$ cat config.mk
export PLATFORM = sky130hd
export DESIGN_NAME = wdt_keyed
export DESIGN_NICKNAME = d
export VERILOG_FILES = /design/src/rtl/wdt_keyed_pkg.sv /design/src/rtl/wdt_keyed_regs.sv /design/src/rtl/wdt_keyed_count.sv /design/src/rtl/wdt_keyed_pulse.sv /design/src/rtl/wdt_keyed.sv
export SDC_FILE = /design/constraint.sdc
export NUM_CORES = 1
export LEC_CHECK = 0
export ABC_AREA = 1
export BUFFER_PORTS_ARGS = -buffer_cell sky130_fd_sc_hd__buf_2
export CAP_MARGIN = 25
export CORE_ASPECT_RATIO = 0.5
export CORE_MARGIN = 1.5
export CORE_UTILIZATION = 46
export CTS_CLUSTER_DIAMETER = 200
export CTS_CLUSTER_SIZE = 10
export DETAILED_ROUTE_END_ITERATION = 6
export PLACE_DENSITY = 0.76
export REMOVE_ABC_BUFFERS = 1
export SLEW_MARGIN = 25
export SYNTH_ARGS = -nofsm -noshare
export SYNTH_HDL_FRONTEND = slang
export SYNTH_HIERARCHICAL = 1
export SYNTH_SLANG_ARGS = --single-unit
$ cat constraint.sdc
create_clock -name clk -period 3.4 [get_ports clk]
set_input_delay 0 -clock clk [delete_from_list [all_inputs] [get_ports clk]]
set_output_delay 0 -clock clk [all_outputs]
set_load 0.01 [all_outputs]
$ cat src/rtl/wdt_keyed_pkg.sv
package wdt_keyed_pkg;
  localparam logic [7:0] OFF_CTRL  = 8'h00;
  localparam logic [7:0] OFF_RANGE = 8'h04;
  localparam logic [7:0] OFF_COUNT = 8'h08;
  localparam logic [7:0] OFF_KICK  = 8'h0C;
  localparam logic [7:0] OFF_STAT  = 8'h10;
  localparam logic [7:0] OFF_ACK   = 8'h14;
  localparam logic [7:0] OFF_PARAM = 8'hF4;
  localparam logic [7:0] OFF_VER   = 8'hF8;
  localparam logic [7:0] OFF_TYPE  = 8'hFC;

  localparam logic [7:0] KICK_KEY  = 8'h76;
  localparam int         PLEN_W    = 3;

  typedef struct packed {
    logic [PLEN_W-1:0] plen;
    logic              irq_first;
    logic              run;
  } ctrl_t;
endpackage

$ cat src/rtl/wdt_keyed_regs.sv
module wdt_keyed_regs
  import wdt_keyed_pkg::*;
#(
  parameter int ADDR_W   = 8,
  parameter int DATA_W   = 32,
  parameter int TOP_W    = 4,
  parameter int CNT_W    = 31,
  parameter int BASE_EXP = 16,
  parameter logic [31:0] ID_TYPE = 32'h5744_0001,
  parameter logic [31:0] ID_VER  = 32'h0000_0100
) (
  input  logic              clk,
  input  logic              rst,
  input  logic              psel,
  input  logic              penable,
  input  logic              pwrite,
  input  logic [ADDR_W-1:0] paddr,
  input  logic [DATA_W-1:0] pwdata,
  input  logic [CNT_W-1:0]  cnt_i,
  input  logic              expire_i,
  output ctrl_t             ctrl_o,
  output logic [TOP_W-1:0]  top_o,
  output logic              restart_o,
  output logic              stat_o,
  output logic [DATA_W-1:0] prdata_o
);
  logic wr_acc, rd_acc, rd_setup, ack_rd;
  ctrl_t ctrl_q;
  logic [TOP_W-1:0] top_q;
  logic stat_q;
  logic [DATA_W-1:0] rd_mux;

  always_comb begin
    wr_acc    = psel && penable && pwrite;
    rd_acc    = psel && penable && !pwrite;
    rd_setup  = psel && !penable && !pwrite;
    restart_o = wr_acc && (paddr == ADDR_W'(OFF_KICK)) && (pwdata == DATA_W'(KICK_KEY));
    ack_rd    = rd_acc && (paddr == ADDR_W'(OFF_ACK));
  end

  always_ff @(posedge clk) begin
    if (rst) begin
      ctrl_q <= '0;
      top_q  <= '0;
    end else if (wr_acc) begin
      if (paddr == ADDR_W'(OFF_CTRL)) begin
        ctrl_q.run       <= ctrl_q.run | pwdata[0];
        ctrl_q.irq_first <= pwdata[1];
        ctrl_q.plen      <= pwdata[2 +: PLEN_W];
      end
      if (paddr == ADDR_W'(OFF_RANGE)) top_q <= pwdata[TOP_W-1:0];
    end
  end

  // status: an expiry that sets wins over a clear in the same cycle
  always_ff @(posedge clk) begin
    if (rst) stat_q <= 1'b0;
    else if (expire_i && ctrl_q.irq_first && !stat_q) stat_q <= 1'b1;
    else if (restart_o || ack_rd) stat_q <= 1'b0;
  end

  always_comb begin
    rd_mux = '0;
    case (paddr)
      ADDR_W'(OFF_CTRL):  rd_mux = DATA_W'(ctrl_q);
      ADDR_W'(OFF_RANGE): rd_mux = DATA_W'(top_q);
      ADDR_W'(OFF_COUNT): rd_mux = DATA_W'(cnt_i);
      ADDR_W'(OFF_STAT):  rd_mux = DATA_W'(stat_q);
      ADDR_W'(OFF_PARAM): rd_mux = DATA_W'({16'(BASE_EXP), 8'(PLEN_W), 8'(TOP_W)});
      ADDR_W'(OFF_VER):   rd_mux = DATA_W'(ID_VER);
      ADDR_W'(OFF_TYPE):  rd_mux = DATA_W'(ID_TYPE);
      default:            rd_mux = '0;
    endcase
  end

  always_ff @(posedge clk) begin
    if (rst) prdata_o <= '0;
    else if (rd_setup) prdata_o <= rd_mux;
  end

  assign ctrl_o = ctrl_q;
  assign top_o  = top_q;
  assign stat_o = stat_q;
endmodule

$ cat src/rtl/wdt_keyed_count.sv
module wdt_keyed_count #(
  parameter int TOP_W    = 4,
  parameter int BASE_EXP = 16,
  parameter int CNT_W    = 31
) (
  input  logic             clk,
  input  logic             rst,
  input  logic             run_i,
  input  logic [TOP_W-1:0] top_i,
  input  logic             restart_i,
  output logic [CNT_W-1:0] cnt_o,
  output logic             expire_o
);
  localparam logic [CNT_W-1:0] RST_CNT = CNT_W'((64'd1 << BASE_EXP) - 64'd1);

  logic [CNT_W:0]   span;
  logic [CNT_W-1:0] reload;
  logic [CNT_W-1:0] cnt_q;

  // the range field is sampled only when a load happens
  always_comb begin
    span     = (CNT_W+1)'(1) << (BASE_EXP + int'(top_i));
    reload   = span[CNT_W-1:0] - CNT_W'(1);
    expire_o = run_i && (cnt_q == '0);
  end

  always_ff @(posedge clk) begin
    if (rst) cnt_q <= RST_CNT;
    else if (!run_i || restart_i || expire_o) cnt_q <= reload;
    else cnt_q <= cnt_q - CNT_W'(1);
  end

  assign cnt_o = cnt_q;
endmodule

$ cat src/rtl/wdt_keyed_pulse.sv
module wdt_keyed_pulse #(
  parameter int PLEN_W = 3
) (
  input  logic              clk,
  input  logic              rst,
  input  logic              trig_i,
  input  logic [PLEN_W-1:0] plen_i,
  output logic              pulse_o
);
  localparam int PW = 1 << PLEN_W;

  logic [PW:0]   span;
  logic [PW-1:0] left_q;
  logic          pulse_q;

  always_comb span = (PW+1)'(2) << plen_i;

  always_ff @(posedge clk) begin
    if (rst) begin
      pulse_q <= 1'b0;
      left_q  <= '0;
    end else if (trig_i && !pulse_q) begin
      pulse_q <= 1'b1;
      left_q  <= PW'(span - (PW+1)'(1));
    end else if (pulse_q) begin
      if (left_q == '0) pulse_q <= 1'b0;
      else left_q <= left_q - PW'(1);
    end
  end

  assign pulse_o = pulse_q;
endmodule

$ cat src/rtl/wdt_keyed.sv
module wdt_keyed
  import wdt_keyed_pkg::*;
#(
  parameter int ADDR_W   = 8,
  parameter int DATA_W   = 32,
  parameter int TOP_W    = 4,
  parameter int BASE_EXP = 16,
  parameter logic [31:0] ID_TYPE = 32'h5744_0001,
  parameter logic [31:0] ID_VER  = 32'h0000_0100
) (
  input  logic              clk,
  input  logic              rst,
  input  logic              psel,
  input  logic              penable,
  input  logic              pwrite,
  input  logic [ADDR_W-1:0] paddr,
  input  logic [DATA_W-1:0] pwdata,
  output logic [DATA_W-1:0] prdata,
  output logic              irq,
  output logic              sys_rst
);
  localparam int CNT_W = BASE_EXP + (1 << TOP_W) - 1;

  ctrl_t            ctrl_w;
  logic [TOP_W-1:0] top_w;
  logic             restart_w;
  logic             stat_w;
  logic [CNT_W-1:0] cnt_w;
  logic             expire_w;
  logic             trig_w;

  wdt_keyed_regs #(
    .ADDR_W(ADDR_W), .DATA_W(DATA_W), .TOP_W(TOP_W), .CNT_W(CNT_W),
    .BASE_EXP(BASE_EXP), .ID_TYPE(ID_TYPE), .ID_VER(ID_VER)
  ) u_regs (
    .clk(clk), .rst(rst), .psel(psel), .penable(penable), .pwrite(pwrite),
    .paddr(paddr), .pwdata(pwdata), .cnt_i(cnt_w), .expire_i(expire_w),
    .ctrl_o(ctrl_w), .top_o(top_w), .restart_o(restart_w), .stat_o(stat_w),
    .prdata_o(prdata)
  );

  wdt_keyed_count #(.TOP_W(TOP_W), .BASE_EXP(BASE_EXP), .CNT_W(CNT_W)) u_count (
    .clk(clk), .rst(rst), .run_i(ctrl_w.run), .top_i(top_w),
    .restart_i(restart_w), .cnt_o(cnt_w), .expire_o(expire_w)
  );

  // direct mode resets at once; interrupt-first mode only with status pending
  assign trig_w = expire_w && (!ctrl_w.irq_first || stat_w);

  wdt_keyed_pulse #(.PLEN_W(PLEN_W)) u_pulse (
    .clk(clk), .rst(rst), .trig_i(trig_w), .plen_i(ctrl_w.plen), .pulse_o(sys_rst)
  );

  assign irq = stat_w;
endmodule

=== After elaboration in Yosys (flattened, before gate mapping) ===
Cells that the tools add are included.

* Register bits after elaboration: 82
* Input bits: 45
* Output and inout port bits: 34
* Logic and storage cells: 68

* Add/sub/neg operators: 5
* Eq/ne operators: 10
* Shifts and indexed selects: 2
* Multiplexer cells: 10
* Bitwise operators: 1
* Reductions and logical operators: 31

{| class="wikitable"
|+ Operators by type and width
! kind !! number
|-
| $pmux 31 s7 || 1
|-
| $sub 31x1->31 const B || 2
|-
| $eq 32x7->1 const B || 1
|-
| $shl 1x32->31 const A || 1
|-
| $logic_not 31->1 || 1
|-
| $mux 31 || 1
|-
| $eq 8x8->1 const B || 3
|-
| $mux 8 || 3
|-
| $eq 8x4->1 const B || 2
|-
| $eq 8x5->1 const B || 2
|-
| $logic_not 8->1 || 2
|-
| $sub 8x1->8 const B || 2
|-
| $logic_and 1x1->1 || 13
|-
| $eq 8x3->1 const B || 1
|-
| $shl 2x3->8 const A || 1
|-
| $add 5x4->6 const A || 1
|-
| $logic_not 1->1 || 6
|-
| $reduce_and 2->1 || 3
|-
| $mux 1 || 5
|-
| $logic_or 1x1->1 || 4
|-
| $reduce_bool 2->1 || 2
|-
| $ne 2x1->1 const B || 1
|-
| $or 1x1->1 || 1
|}

=== Longest topological paths before layout ===
* Word-level depth: 7
* Mapped depth: 19
* Gate-level depth less buffers: 18

=== By module ===
Netlist, hierarchy kept.

{| class="wikitable"
|+ By module, submodules not included
! module !! times used !! cells an instance !! area each (um^2) !! seq. area each (um^2)
|-
| wdt_keyed_count || 1 || 387 || 2489.9 || 620.6
|-
| wdt_keyed_regs || 1 || 303 || 2105.8 || 820.8
|-
| wdt_keyed_pulse || 1 || 124 || 739.5 || 180.2
|-
| wdt_keyed || 1 || 3 || 16.3 || 0.0
|}

=== Least setup slack after synthesis ===
Ideal clock, no wire load.

* Kind: reg-to-reg
* From: register u_count.cnt_q[5] (netlist: u_count/cnt_o[5])
* To: register u_count.cnt_q[26] (netlist: u_count/cnt_o[26])
* Setup time: 115 ps
* Arrival: 2378 ps
* Data required time: 3285 ps
* Path slack: 907 ps
* Cell stages (with the launch flop): 20
* Path buffers: 2
* Clock period less this slack: 2493 ps
* Cell sequence: dfxtp_1 -> inv_2 -> nand2_1 -> nor2_1 -> nand2_1 -> nor2_4 -> nand2_8 -> nand2_8 -> buf_6 -> clkbuf_1 -> nor2_1 -> inv_1 -> ha_1 -> nand2_1 -> inv_2 -> nand3_1 -> nor2_2 -> nand3_1 -> nand2_1 -> nor2_1

* Word-level cells in the longest chain between the ends: 4
* Elaborated cells between the ends (all ways): 5
* Classes of those cells: add/sub: 1; mux: 1; reduce/logical: 3

{| class="wikitable"
|+ RTL lines
! what !! line !! source
|-
| from (decl) || wdt_keyed_count.sv:18 || <nowiki>logic [CNT_W-1:0] cnt_q;</nowiki>
|-
| from (signal assigned) || wdt_keyed_count.sv:29 || <nowiki>else if (!run_i || restart_i || expire_o) cnt_q <= reload;</nowiki>
|-
| from (signal assigned) || wdt_keyed_count.sv:30 || <nowiki>else cnt_q <= cnt_q - CNT_W'(1);</nowiki>
|-
| branches (longest 3 deep; another with $sub 31x1->31) || n/a ||
|-
| $mux 31 * || wdt_keyed_count.sv:29 ||
|}

Every way passes the cells marked *.
A chain may end at the register's enable or synchronous reset.

=== Final worst setup path ===
* From: register u_count.cnt_q[18] (netlist: u_count/cnt_o[18])
* To: register u_pulse.left_q[4]

* Word-level cells in the longest chain between the ends: 6
* Elaborated cells between the ends (all ways): 8
* Classes of those cells: eq/ne: 1; mux: 1; reduce/logical: 6

{| class="wikitable"
|+ RTL lines
! what !! line !! source
|-
| $logic_not 31->1 * || wdt_keyed_count.sv:24 || <nowiki>expire_o = run_i && (cnt_q == '0);</nowiki>
|-
| $logic_and 1x1->1 * || wdt_keyed_count.sv:24 ||
|-
| net expire_w || wdt_keyed.sv:29 || <nowiki>logic expire_w;</nowiki>
|-
| $logic_and 1x1->1 * || wdt_keyed.sv:48 || <nowiki>assign trig_w = expire_w && (!ctrl_w.irq_first || stat_w);</nowiki>
|-
| net trig_w || wdt_keyed.sv:30 || <nowiki>logic trig_w;</nowiki>
|-
| $logic_and 1x1->1 * || wdt_keyed_pulse.sv:22 || <nowiki>end else if (trig_i && !pulse_q) begin</nowiki>
|-
| $ne 2x1->1 (no source line) or $reduce_bool 2->1 (tied branches) || n/a ||
|-
| $reduce_and 2->1 (no source line) || n/a ||
|-
| to (signal assigned) || wdt_keyed_pulse.sv:24 || <nowiki>left_q <= PW'(span - (PW+1)'(1));</nowiki>
|-
| to (signal assigned) || wdt_keyed_pulse.sv:27 || <nowiki>else left_q <= left_q - PW'(1);</nowiki>
|-
| to (decl) || wdt_keyed_pulse.sv:13 || <nowiki>logic [PW-1:0] left_q;</nowiki>
|}

Mark *: on every way through the listed nets, which the timed path passes. The rest lies on a longest branch.

==> impl_metrics.toml <==
[finish]
instances_no_fill = 1039
multi_input_area_um2 = 3170
fill_cells = 1068
drive_above_1_share = 0.245
syn_to_final_growth_pct = 14.3
diodes = 0
register_area_um2 = 1620
nNetsFinal = 936

[global_routing]
grt_pass1_wl_mm = 23.7
grt.overflow.total = 0
antenna_found_initial = 0
grtUsageTotal = 0.243
grt_max_degree = 48
grt_pass1_vias = 4929

[worst_setup_path]
worstPathArrival_ps = 3300
end_kind = "flip-flop"
path_max_fanout = 15
critical_path_class = "flip-flop to flip-flop"
cp-start-kind = "flip-flop"
worst_ep_required_time_ps = 3620
reg2reg_depth = 18

[min_path]
holdPathStages = 2
hp-class = "primary input to flip-flop"

[detailed_routing]
ant_nets = 0
firstDrtPassIters = 5
wirelength_mm = 14.2
wl_per_cell_um = 13.6
drt_iter0_markers = 624
vias = 5369
drcViolationCount = 0
via_per_inst = 5.17

[synthesis]
yosysSeqAreaShare = 0.303
synth_cell_types = 45
syn_area_um2 = 5350
netlist_instances = 817
yosysWarnings = 6
ys_seq_elements = 81
synth_edf_count = 0
synth_top_area_share = 0.303
syn_avg_cell_area_um2 = 6.55
synth_area_leader_cell = "dfxtp_1"
synth_area_leaders = "dfxtp_1, nand2_1, nor2_1"
ys_top_cells_by_count = "nand2_1, nor2_1, inv_1"
synth_ff_type = "dfxtp_1"
yosysMostFrequentCell = "nand2_1"
async_flop_share = 0

[sta]
hold_viol = 0
finalCritPeriodShare = 0.905
fmax_mhz = 325
slew_violations = 0
worstMarginPinSlew_ps = 914
setup_viol = 0
skew_ps = 15.1
finalCriticalPeriod_ps = 3080
max-slew-margin-rel = 0.389
setup_tns_ps = 0
rsz0062_at_grt = "false"

[clocking]
clk-insertion-delay-late_ps = 340
post_cts_buffers = 0
clkSinkCount = 81
ctsLongestPathBuffers = 2
clock_tree.root_cell = "clkbuf_16"
clkSlewWorstSetupHoldPaths_ps = 70
cts_inserted_buffers = 9
cts-htree-levels = 3
cts_tree = "yes"

[placed_design]
dp_cells = 1018
dp_hpwl_mm = 10.5
io_buffers = 77
gp_congestion = 0.965

[floorplanning]
io_pins = 79
dieArea_um2 = 12300
rows = 27
die_y_um = 79.3
coreArea_um2 = 11100
die_width_um = 156
initial_core_util = 0.480

[pwr]
ir_drop_mv = 0.246
leakagePower_nw = 2.92
cellPowerDensity_nw_per_um2 = 334

[status]
outcome = "finished clean"

[flow_run]
max_cap_viol_count = 0
-- state kept, by name (all words and copies together) (netlist names) --
name,count
u_count/cnt_o,31
u_regs/prdata_o,31
u_pulse/left_q,8
u_regs/ctrl_o,5
u_regs/top_o,4
u_pulse/pulse_o,1
u_regs/stat_o,1
-- worst max-delay path, stage by stage (launching register included) --
cell,delay [ps]
dfxtp_1,340
inv_1,80
nand2_1,80
nor4_1,340
nand2_1,150
nor4b_1,470
buf_4,200
inv_1,40
a21oi_2,160
nand2_4,170
nor2_1,160
nand2_1,110
nand2_1,70
inv_1,40
ha_1,210
inv_1,70
nor2_1,60
a21oi_1,120
a21oi_1,80
-- cell families after synthesis --
kind of cell	count (synthesis)	synth area share
buffers and inverters	126	0.105
adder cells (fa/ha/maj)	2	0.00468
AND/OR/NAND/NOR	471	0.430
AO/OA/AOI/OAI	136	0.156
other	1	0.000701
flip-flops	81	0.303
-- metal layers --
metal / share of wire / wire length, µm / track usage / vias to the layer above
met4: 0.014 / 204 / 0.0724 / 0
met5: 0 / 0 / 0 / -
met1: 0.48 / 6760 / 0.327 / 2396
met2: 0.43 / 6160 / 0.391 / 195
met3: 0.074 / 1050 / 0.0540 / 20
li1: - / - / - / 2758
-- where the power goes --
part	internal, mW	switching [mW]	leakage [nW]
Sequential	0.958	0.00443	0.655
Combinational	0.0478	0.0764	2.12
Clock	0.546	0.409	0.145
Total	1.55	0.490	2.92
-- repair_timing --
| action | 4_1_cts | 5_1_grt |
|---|---|---|
| gates resized for setup | 0 | 0 |
| endpoints found under the setup margin | 0 | 0 |
| hold buffers | 5 | 0 |
| hold endpoints to repair | 8 | 0 |
-- final timing paths --
check	start	endpoint	slack [ps]
setup reg to reg	u_count/cnt_o[18]	u_pulse/left_q[4]	320
hold / removal	rst	u_regs/prdata_o[1]	120
setup / recovery	u_count/cnt_o[18]	u_pulse/left_q[4]	320
hold reg to reg	u_regs/prdata_o[25]	u_regs/prdata_o[25]	460
-- cell type report --
cell class / count / area share
clock buffer: 11 / 0.0413
clock inverter: 5 / 0.00736
inverter: 101 / 0.0620
multi-input combinational: 610 / 0.519
sequential: 81 / 0.265
tap: 145 / 0.0297
timing repair buffer: 86 / 0.0761
-- through the flow --
step | setup slack (ps) | utilization | power, mW | hold WS (ps) | area [µm²]
floorplan | 786 | - | 1.04 | 62.4 | 5170
global placement | 372 | 0.518 | 1.10 | 288 | 5770
detailed placement | 403 | 0.518 | 1.10 | 286 | 5770
CTS | 372 | 0.549 | 2.06 | 106 | 6120
global route | 17.6 | 0.549 | 2.12 | 130 | 6120
finish | 321 | 0.549 | 2.04 | 119 | 6120
-- cells in the final DEF, fill, tap and decap left out, drive strengths merged --
cell type / instances
dlygate4sd3: 5
o211ai: 9
o21bai: 1
clkinvlp: 1
nand4: 5
a31oi: 3
buf: 81
o41ai: 1
conb: 1
o221ai: 1
o21ai: 61
o21a: 1
ha: 2
nor3b: 2
a21oi: 54
o31ai: 4
a22oi: 1
and3: 1
clkinv: 2
nand3: 54
nand3b: 5
nor2: 140
inv: 103
dfxtp: 81
clkbuf: 11
nor4b: 1
nor4: 7
nand2: 243
nor3: 13
Power figures use the tool's default switching activity.
